[src/rtl/mac_pkg.sv]
package mac_pkg;

   typedef enum logic [1:0] {
      OP_MUL = 2'b00,
      OP_MLA = 2'b01,
      OP_MLS = 2'b10,
      OP_RSV = 2'b11
   } mac_op_e;

   typedef struct packed {
      logic n;
      logic z;
      logic c;
      logic v;
   } nzcv_t;

endpackage

[src/rtl/mac_mult.sv]
module mac_mult #(
   parameter int W    = 32,
   parameter int ARCH = 0
) (
   input  logic [W-1:0] a,
   input  logic [W-1:0] b,
   output logic [W-1:0] p
);

   generate
      if (ARCH == 0) begin : g_native
         assign p = a * b;
      end else begin : g_shift_add
         logic [W-1:0] acc;
         always_comb begin
            acc = '0;
            for (int i = 0; i < W; i++) begin
               if (b[i]) acc = acc + (a << i);
            end
         end
         assign p = acc;
      end
   endgenerate

endmodule

[src/rtl/mac_addsub.sv]
module mac_addsub #(
   parameter int W = 32
) (
   input  logic [W-1:0] prod,
   input  logic [W-1:0] addend,
   input  logic         use_add,
   input  logic         negate,
   output logic [W-1:0] sum
);

   logic [W-1:0] term;

   always_comb begin
      if (!use_add) begin
         sum  = prod;
         term = '0;
      end else begin
         term = negate ? ~prod : prod;
         sum  = addend + term + {{(W-1){1'b0}}, negate};
      end
   end

endmodule

[src/rtl/mac_guard.sv]
module mac_guard #(
   parameter int IDX_W   = 4,
   parameter int RSV_IDX = 15,
   parameter int N_IDX   = 4
) (
   input  logic [1:0]             op,
   input  logic                   want_flags,
   input  logic [N_IDX*IDX_W-1:0] idx_bus,
   output logic                   refuse
);

   import mac_pkg::*;

   localparam logic [IDX_W-1:0] RSV = IDX_W'(RSV_IDX);

   logic [N_IDX-1:0] hit;

   generate
      for (genvar k = 0; k < N_IDX; k++) begin : g_idx
         assign hit[k] = (idx_bus[k*IDX_W +: IDX_W] == RSV);
      end
   endgenerate

   always_comb begin
      refuse = |hit;
      if (mac_op_e'(op) == OP_RSV) refuse = 1'b1;
      if (mac_op_e'(op) == OP_MLS && want_flags) refuse = 1'b1;
   end

endmodule

[src/rtl/mac_flags.sv]
module mac_flags #(
   parameter int W = 32
) (
   input  logic [W-1:0] res,
   input  logic [3:0]   cur,
   input  logic         upd,
   output logic [3:0]   nxt
);

   import mac_pkg::*;

   nzcv_t c_in, c_out;

   always_comb begin
      c_in  = nzcv_t'(cur);
      c_out = c_in;
      if (upd) begin
         c_out.n = res[W-1];
         c_out.z = (res == '0);
      end
   end

   assign nxt = c_out;

endmodule

[src/rtl/mac_exec_unit.sv]
module mac_exec_unit #(
   parameter int DATA_W   = 32,
   parameter int IDX_W    = 4,
   parameter int RSV_IDX  = 15,
   parameter int MUL_ARCH = 0
) (
   input  logic              clk,
   input  logic              rst,
   input  logic              in_valid,
   input  logic              cond_pass,
   input  logic [1:0]        op_sel,
   input  logic              set_flags,
   input  logic [IDX_W-1:0]  dst_idx,
   input  logic [IDX_W-1:0]  src_a_idx,
   input  logic [IDX_W-1:0]  src_b_idx,
   input  logic [IDX_W-1:0]  src_c_idx,
   input  logic [DATA_W-1:0] opnd_a,
   input  logic [DATA_W-1:0] opnd_b,
   input  logic [DATA_W-1:0] opnd_c,
   input  logic [3:0]        flags_in,
   output logic [DATA_W-1:0] result,
   output logic              wr_en,
   output logic              out_valid,
   output logic              illegal,
   output logic [3:0]        flags_out
);

   import mac_pkg::*;

   localparam int N_IDX = 4;

   generate
      if (DATA_W < 2) begin : g_bad_width
         $error("mac_exec_unit: DATA_W must be at least 2");
      end
      if (IDX_W < 1 || RSV_IDX >= (1 << IDX_W) || RSV_IDX < 0) begin : g_bad_idx
         $error("mac_exec_unit: RSV_IDX must fit in IDX_W bits");
      end
      if (MUL_ARCH < 0 || MUL_ARCH > 1) begin : g_bad_arch
         $error("mac_exec_unit: MUL_ARCH must be 0 or 1");
      end
   endgenerate

   logic [DATA_W-1:0] prod, sum_d;
   logic [3:0]        flags_d;
   logic              refuse, issue, accept;
   logic              use_add, negate;

   assign use_add = (mac_op_e'(op_sel) == OP_MLA) || (mac_op_e'(op_sel) == OP_MLS);
   assign negate  = (mac_op_e'(op_sel) == OP_MLS);

   mac_mult #(.W(DATA_W), .ARCH(MUL_ARCH)) u_mult (
      .a (opnd_a),
      .b (opnd_b),
      .p (prod)
   );

   mac_addsub #(.W(DATA_W)) u_addsub (
      .prod    (prod),
      .addend  (opnd_c),
      .use_add (use_add),
      .negate  (negate),
      .sum     (sum_d)
   );

   mac_guard #(.IDX_W(IDX_W), .RSV_IDX(RSV_IDX), .N_IDX(N_IDX)) u_guard (
      .op         (op_sel),
      .want_flags (set_flags),
      .idx_bus    ({src_c_idx, src_b_idx, src_a_idx, dst_idx}),
      .refuse     (refuse)
   );

   assign issue  = in_valid & cond_pass;
   assign accept = issue & ~refuse;

   mac_flags #(.W(DATA_W)) u_flags (
      .res (sum_d),
      .cur (flags_in),
      .upd (accept & set_flags),
      .nxt (flags_d)
   );

   always_ff @(posedge clk) begin
      if (rst) begin
         result    <= '0;
         wr_en     <= 1'b0;
         out_valid <= 1'b0;
         illegal   <= 1'b0;
         flags_out <= '0;
      end else begin
         out_valid <= in_valid;
         wr_en     <= accept;
         illegal   <= issue & refuse;
         flags_out <= flags_d;
         if (accept) result <= sum_d;
      end
   end

endmodule


[config.mk]
export PLATFORM = sky130hd
export DESIGN_NAME = mac_exec_unit
export DESIGN_NICKNAME = d
export VERILOG_FILES = /design/src/rtl/mac_pkg.sv /design/src/rtl/mac_mult.sv /design/src/rtl/mac_addsub.sv /design/src/rtl/mac_guard.sv /design/src/rtl/mac_flags.sv /design/src/rtl/mac_exec_unit.sv
export SDC_FILE = /design/constraint.sdc
export NUM_CORES = 1
export LEC_CHECK = 0
export ABC_AREA = 1
export BUFFER_PORTS_ARGS = -buffer_cell sky130_fd_sc_hd__buf_2
export CORE_MARGIN = 2
export CORE_UTILIZATION = 60
export CTS_CLUSTER_DIAMETER = 150
export DETAILED_ROUTE_END_ITERATION = 7
export GPL_TIMING_DRIVEN = 1
export PLACE_DENSITY = 0.91
export SYNTH_ARGS = -nofsm -noshare
export SYNTH_HDL_FRONTEND = slang
export SYNTH_SLANG_ARGS = --single-unit
[constraint.sdc]
create_clock -name clk -period 23.6 [get_ports clk]
set_input_delay 2.36 -clock clk [delete_from_list [all_inputs] [get_ports clk]]
set_output_delay 2.36 -clock clk [all_outputs]
set_load 0.05 [all_outputs]
* Yosys cells after proc, flatten, opt, wreduce, memory -nomap -nowiden
Index checks and enable logic that the tools add are counted.
Word-level totals: register bits 39, latch bits 0, bits in writable memories 0, ROM bits 0, bits of input ports 123, output and inout port bits 39, word-level logic and storage cells 30, memories kept 0
Cells by class: add/sub/neg operators 2, multipliers 1, div/mod/pow operators 0, magnitude comparators 0, eq/ne operators 7, shift-type cells 0, multiplexer cells 5, bitwise gates (word level) 6, reductions and logical operators 4
Operators by type and width (count):
- two-way mux 32 bit | 2
- adder 32 x 1 -> 32 bit | 1
- adder 32 bit | 1
- logical NOT 32 bit | 1
- multiplier 32 x 32 -> 32 bit | 1
- NOT 32 bit | 1
- == test 4 bit (second input constant) | 4
- bitwise AND 1 bit | 4
- == test 2 bit (second input constant) | 2
- OR reduction 4 bit | 1
- == test 2 x 1 -> 1 bit (second input constant) | 1
- two-way mux 1 bit | 2
- two-way mux 2 bit | 1
- logical AND 1 bit | 1
- logical OR 1 bit | 1
- NOT 1 bit | 1

* Logic depth before layout (Yosys ltp)
Gate-level depths: netlist (run 1).
word-level depth 8, gate-level depth with buffers 48, depth with buffers taken out 46

* Modules after synthesis
From an unflattened synthesis (run 1), not the netlist that was laid out.
Second synthesis, totals: cell total of the unflattened synthesis 3056, area total of the unflattened synthesis 21197.8 um2
By module, submodules not included:
- mac_mult | times used 1, cells each 2233, area each 16609.7 um2, seq. area each 0.0 um2
- mac_addsub | times used 1, cells each 542, area each 2821.5 um2, seq. area each 0.0 um2
- mac_exec_unit | times used 1, cells each 229, area each 1544.0 um2, seq. area each 780.7 um2
- mac_flags | times used 1, cells each 36, area each 158.9 um2, seq. area each 0.0 um2
- mac_guard | times used 1, cells each 16, area each 63.8 um2, seq. area each 0.0 um2

* Worst setup path after synthesis (run 1)
Ideal clock, no wire load.
path kind in2reg, start point input opnd_b[6], end point register flags_out[2], library setup time 0.071 ns, data arrival time 10.082 ns, required time 23.529 ns, setup slack 13.448 ns, stages on the path 43, buffers on the path 2, cells stage by stage clkbuf_1 -> clkbuf_1 -> nand2_1 -> inv_1 -> fa_1 -> fa_1 -> fa_1 -> inv_1 -> fa_1 -> inv_1 -> fa_1 -> inv_1 -> fa_1 -> inv_1 -> fa_1 -> fa_1 -> ha_1 -> nand2_1 -> [... 7 more ...] -> xor2_1 -> xor2_1 -> inv_1 -> ha_1 -> a21oi_1 -> o21ai_0 -> a21oi_1 -> nand2_1 -> a21oi_1 -> o21ai_1 -> or2_1 -> nand3_1 -> inv_1 -> nand3_1 -> nand2_1 -> nor2_1 -> nand3_1 -> a21oi_1
Between the ends: cells in the longest elaborated chain, start to end 8
Ends and longest elaborated chain:
- start: declaration | line mac_exec_unit.sv:18 | input logic [DATA_W-1:0] opnd_b,
- multiplier 32 x 32 -> 32 bit (*) | line mac_mult.sv:12 | assign p = a * b;
- NOT 32 bit | line mac_addsub.sv:18 | term = negate ? ~prod : prod;
- two-way mux 32 bit | line mac_addsub.sv:18
- adder 32 bit | line mac_addsub.sv:19 | sum = addend + term + {{(W-1){1'b0}}, negate};
- adder 32 x 1 -> 32 bit | line mac_addsub.sv:19
- two-way mux 32 bit (*) | line mac_addsub.sv:14 | if (!use_add) begin
- logical NOT 32 bit (*) | line mac_flags.sv:19 | c_out.z = (res == '0);
- two-way mux 2 bit (*) | line mac_flags.sv:17 | if (upd) begin
- end signal: assignment | line mac_exec_unit.sv:94 | flags_out <= flags_d;
- end: declaration | line mac_exec_unit.sv:25 | output logic [3:0] flags_out
Every way passes the cells marked *; elsewhere a longest branch is shown, timed or not. A chain may end at the register's enable or synchronous reset.

* Final worst setup path (run 1)
start point input opnd_b[5], end point register flags_out[2]
Same word-level chain as after synthesis.

==> results of run 1 <==
## cell type report
cell class / instances / area (um2)
antenna: 1 / 2.50
clock buffer: 6 / 139
clock inverter: 1 / 5.00
fill: 2868 / 12400
inverter: 853 / 3200
multi-input combinational: 2028 / 16700
sequential: 39 / 781
tap: 455 / 569
timing repair buffer: 164 / 828
## critical path, delay by kind of cell
| kind | cells | cell delay (ns) |
|---|---|---|
| XOR/XNOR | 2 | 0.42 |
| buffers and inverters | 10 | 1.10 |
| AND/OR/NAND/NOR | 13 | 1.57 |
| AO/OA/AOI/OAI | 7 | 0.93 |
| adder cells (fa/ha/maj) | 10 | 4.52 |
## through the flow
step / utilization [%] / hold slack, ns / setup WS, ns
CTS: 64.1 / 0.475 / 12.98
finish: 64.1 / 0.476 / 12.87
detailed placement: 63.6 / 0.466 / 12.70
global route: 64.1 / 0.492 / 12.39
floorplan: - / 0.684 / 13.45
global placement: 63.6 / 0.458 / 12.93
## cells by family (layout without fill, tap and decap cells)
group                      count (synthesis)  in the layout
and+or+nand+nor                         1236           1236
buffers and inverters                    978           1024
adders and majority gates                566            566
AOI/OAI and AO/OA                        170            170
xor gates and xnor gates                  56             56
DFF                                       39             39
other                                      0              1
## sequential cells by signal, summed over array words and instances, names as in the netlist
| signal | flops |
|---|---|
| out_valid | 1 |
| flags_out | 4 |
| illegal | 1 |
| wr_en | 1 |
| result | 32 |
## cells in the mapped netlist (4+ instances only)
master / instances
o21ai_1: 4
or2_1: 7
a21oi_1: 72
fa_1: 409
nor3_1: 10
buf_4: 12
dfxtp_1: 39
nor2_1: 114
nand3b_1: 13
nand2_2: 12
a21oi_2: 7
buf_2: 15
inv_1: 849
a21o_1: 7
nand3_1: 127
o211ai_1: 16
o21ai_0: 53
clkbuf_1: 80
xor2_1: 47
xnor2_1: 8
or2_2: 7
nand4_1: 27
buf_1: 14
ha_1: 157
nand2_1: 909
## worst min path at each step
stage                 to  cells after the start      start
6_report       result[2]                      2  result[2]
5_1_grt        result[2]                      2  result[2]
4_1_cts        result[2]                      2  result[2]
3_5_place_dp   result[2]                      2  result[2]
3_3_place_gp   result[1]                      2  result[1]
2_1_floorplan  result[1]                      2  result[1]
## metal layers
layer | vias to the layer above | share of wire (%) | track usage (%)
li1 | 8841 | - | -
met1 | 9008 | 38 | 41.1
met2 | 1051 | 48 | 53.9
met3 | 196 | 9.6 | 4.53
met4 | 0 | 4.8 | 14.3
met5 | - | 0 | 0
==> impl_metrics.py, run 1 <==
metrics = {
    "flow_run": {
        "cap_violations": 0,
    },
    "synth": {
        "synth_top_family_by_area": "adder cells",
        "synth_area_per_cell_um2": 6.95,
        "synthArstFlopShare_pct": 0,
        "netlist.area_leader.share_pct": 38.7,
        "synth_cell_types": 42,
        "syn_nets": 3734,
        "yosysWarnings": 0,
        "synth-xor-area-share_pct": 2.35,
        "netlist_instances": 3045,
        "syn_area_um2": 21200,
        "synth.mux.area_fraction_pct": 0,
        "synth_top_area_cell": "fa_1",
        "ys_seq_elements": 39,
        "synth_compound_area_share_pct": 4.53,
        "synth_flop_cell": "dfxtp_1",
        "synthSimpleGateAreaFrac_pct": 23.8,
        "synth_area_leaders": "fa_1 39%, nand2_1 16%, inv_1 15%, ha_1 9.3%, dfxtp_1 3.7%",
        "synth_fa_ha_area_share_pct": 47.9,
        "seq_area_frac_synth_pct": 3.69,
        "synth-edff-count": 0,
    },
    "placed_design": {
        "dpl-instance-area_um2": 22000,
        "place_congestion": 0.997,
        "place_inst": 3539,
        "dp_hpwl_um": 47000,
        "io_buffers": 161,
    },
    "clock_network": {
        "clkTransAtPathRegs_ns": 0.05,
        "cts_tree": "yes",
        "post_cts_buffers": 0,
        "cts.sinks": 39,
        "ctsHoldBuffers": 0,
        "cts_root_buf": "clkbuf_16",
        "clock_insertion_delay_worst_skew_ns": 0.27,
        "htree_levels": 2,
        "cts_buffers": 5,
        "cts_resized": 0,
        "cts.path.max_buffers": 2,
    },
    "setup_path": {
        "startpoint": "opnd_b[5]",
        "crit_path_end": "flags_out[2]",
        "critPathMaxFanout": 27,
        "slowest_delay_ns": 0.53,
        "crit_path_end_kind": "flop",
        "start_kind": "input port",
        "crit_arrival_ns": 10.93,
        "critPathKind": "input port to flop",
        "cp_slowest_cell": "buf_2",
        "reg2reg_depth": 4,
        "r2r_slack_ns": 22.73,
        "required_ns": 23.81,
        "reg2reg_from": "result[23]",
        "reg2reg_to": "result[23]",
    },
    "layout": {
        "synthToLayoutAreaGrowth_pct": 4.76,
        "stdcell_count": 3547,
        "layout_commonest_cell": "nand2_1",
        "fin_area_um2": 22200,
        "final_nets": 3780,
        "final_cell_mix": "909 x nand2_1, 849 x inv_1, 409 x fa_1",
        "drive_above_1_share_pct": 6.79,
    },
    "timing": {
        "setup_viol_count_final": 0,
        "clock.fmax_mhz": 93.2,
        "fin_skew_ns": 0,
        "tightest_slew_ns": 1.08,
        "tns_ns": 0,
        "slew_violations": 0,
        "slew_headroom_pct": 28.3,
        "hold_violations": 0,
        "post-route-min-period_ns": 10.73,
        "period_share_pct": 45.5,
        "rsz0062_at_grt": "false",
    },
    "global_route": {
        "grt_pass1_wl_um": 93600,
        "grt_pass1_vias": 19700,
        "antenna_found_initial": 0,
        "track_usage_pct": 32.0,
        "grt_overflow_total": 0,
        "grt_max_degree": 49,
    },
    "die": {
        "initial_core_util_pct": 61.2,
        "row_count": 68,
        "core_um2": 34600,
        "dieArea_um2": 36800,
        "pin_count": 162,
        "die_y_um": 192,
        "die-width_um": 192,
    },
    "route": {
        "detail-route-antenna-nets": 0,
        "vias": 19100,
        "via_per_inst": 5.38,
        "drc": 0,
        "routedWlPerCell_um": 15.8,
        "drt_iter0_markers": 1699,
        "wirelength_um": 55900,
        "drt-pass1-iter-count": 6,
    },
    "outcome": {
        "status": "completed",
    },
    "worst_hold_path": {
        "hold_path_class": "flop to flop",
    },
}
Power of run 1 is not shown: default switching activity piles up to over one toggle a cycle in this logic, so the estimate is an artifact.
==> inputs of run 2 (changes only) <==
--- a/config.mk
+++ b/config.mk
@@ -8,7 +8,7 @@
 export ABC_AREA = 1
 export BUFFER_PORTS_ARGS = -buffer_cell sky130_fd_sc_hd__buf_2
 export CORE_MARGIN = 2
-export CORE_UTILIZATION = 60
+export CORE_UTILIZATION = 58
 export CTS_CLUSTER_DIAMETER = 150
 export DETAILED_ROUTE_END_ITERATION = 7
 export GPL_TIMING_DRIVEN = 1
==> constraint.sdc (replaced) <==
create_clock -name clk -period 9.3 [get_ports clk]
set_input_delay 0.93 -clock clk [delete_from_list [all_inputs] [get_ports clk]]
set_output_delay 0.93 -clock clk [all_outputs]
set_load 0.05 [all_outputs]
==> impl_metrics.py, run 2 (same netlist as run 1, synthesis figures left out) <==
metrics = {
    "outcome": {
        "status": "completed",
    },
    "route": {
        "routedWlPerCell_um": 16.3,
        "drc": 0,
        "drt_iter0_markers": 1916,
        "via_per_inst": 5.42,
        "wirelength_um": 59000,
        "detail-route-antenna-nets": 0,
        "vias": 19600,
        "drt-pass1-iter-count": 6,
    },
    "setup_path": {
        "slowest_delay_ns": 0.58,
        "critPathKind": "input port to flop",
        "cp_common_cell": "fa_1",
        "crit_arrival_ns": 9.07,
        "start_kind": "input port",
        "crit_path_end_kind": "flop",
        "critPathMaxFanout": 10,
        "required_ns": 9.44,
        "cp_slowest_cell": "fa_1",
    },
    "placed_design": {
        "io_buffers": 161,
        "dp_slack_ns": 0.0224,
        "dp_hpwl_um": 50500,
        "dpl-instance-area_um2": 22500,
        "place_congestion": 0.987,
    },
    "die": {
        "die_y_um": 195,
        "row_count": 69,
        "initial_core_util_pct": 59.3,
        "core_um2": 35700,
        "die-width_um": 195,
        "pin_count": 162,
        "dieArea_um2": 38100,
    },
    "timing": {
        "period_share_pct": 96.0,
        "slew_headroom_pct": 36.3,
        "tns_ns": 0,
        "hold_violations": 0,
        "post-route-min-period_ns": 8.93,
        "clock.fmax_mhz": 112,
        "slew_violations": 0,
        "holdWs_ns": 0.469,
        "tightest_slew_ns": 0.954,
        "setup_viol_count_final": 0,
        "fin_skew_ns": 0,
        "layout_setup_ws_ns": 0.375,
    },
    "global_route": {
        "grt_pass1_vias": 20500,
        "grt_pass1_wl_um": 98500,
        "track_usage_pct": 32.0,
        "grt_overflow_total": 0,
        "grt_max_degree": 49,
        "antenna_found_initial": 0,
    },
    "clock_network": {
        "htree_levels": 2,
        "cts.path.max_buffers": 2,
        "clkTransAtPathRegs_ns": 0.05,
        "clock_insertion_delay_worst_skew_ns": 0.27,
        "cts_root_buf": "clkbuf_16",
        "cts.sinks": 39,
        "cts_buffers": 5,
        "cts_tree": "yes",
    },
    "layout": {
        "fin_area_um2": 22800,
        "drive_above_1_share_pct": 8.97,
        "nFillCells": 2933,
        "top_register": "result",
        "synthToLayoutAreaGrowth_pct": 7.71,
        "layout_commonest_cell": "nand2_1",
        "antenna_cells": 0,
        "final_nets": 3844,
        "largest_reg_flops": 32,
        "final_cell_mix": "909 x nand2_1, 849 x inv_1, 409 x fa_1",
        "largest_registers": "result (32), flags_out (4)",
    },
    "worst_hold_path": {
        "hold_path_class": "flop to flop",
    },
    "flow_run": {
        "cap_violations": 0,
    },
}
-- run 2: path summary, 6_finish.rpt --
| path | start | endpoint | slack [ns] | cells after the start |
|---|---|---|---|---|
| worst min-delay path | result[2] | result[2] | 0.47 | 2 |
| worst max-delay path | opnd_b[5] | flags_out[2] | 0.37 | 40 |
| worst min register to register | result[2] | result[2] | 0.47 | 2 |
| worst max register to register | result[18] | result[18] | 8.52 | 4 |
-- run 2: timing repair --
item	in CTS	in global routing
setup buffers	0	3
endpoints found under the setup margin	0	5
hold buffers	0	0
resized for setup	0	24
-- run 2: per-layer routing --
| metal | GRT usage [%] | routed length, um |
|---|---|---|
| met4 | 13.5 | 2980 |
| met2 | 54.6 | 28100 |
| met3 | 4.87 | 6250 |
| met1 | 40.7 | 21700 |
| met5 | 0 | 0 |
-- run 2: area by class of cell --
type	instances	area (um2)	share of cell area, %
Inverter	853	3200	14.0
Multi-Input combinational cell	2028	16700	73.4
Tap cell	461	577	2.53
Timing Repair Buffer	228	1370	6.02
Sequential cell	39	781	3.42
Clock buffer	7	133	0.581
Clock inverter	1	5.00	0.0219
-- run 2: critical path, delay by kind of cell --
family,cells,cell delay [ns]
fa+ha+maj,10,4.75
buf+inv,9,0.91
compound gates,2,0.24
simple gates,17,1.76
xor+xnor,2,0.44
-- run 2: metrics by stage --
stage	instances	utilization, %
floorplan	3045	-
global placement	3606	63.1
detailed placement	3606	63.1
CTS	3614	63.5
global route	3617	63.8
finish	3617	63.8
Power of run 2 is left out for the same reason.
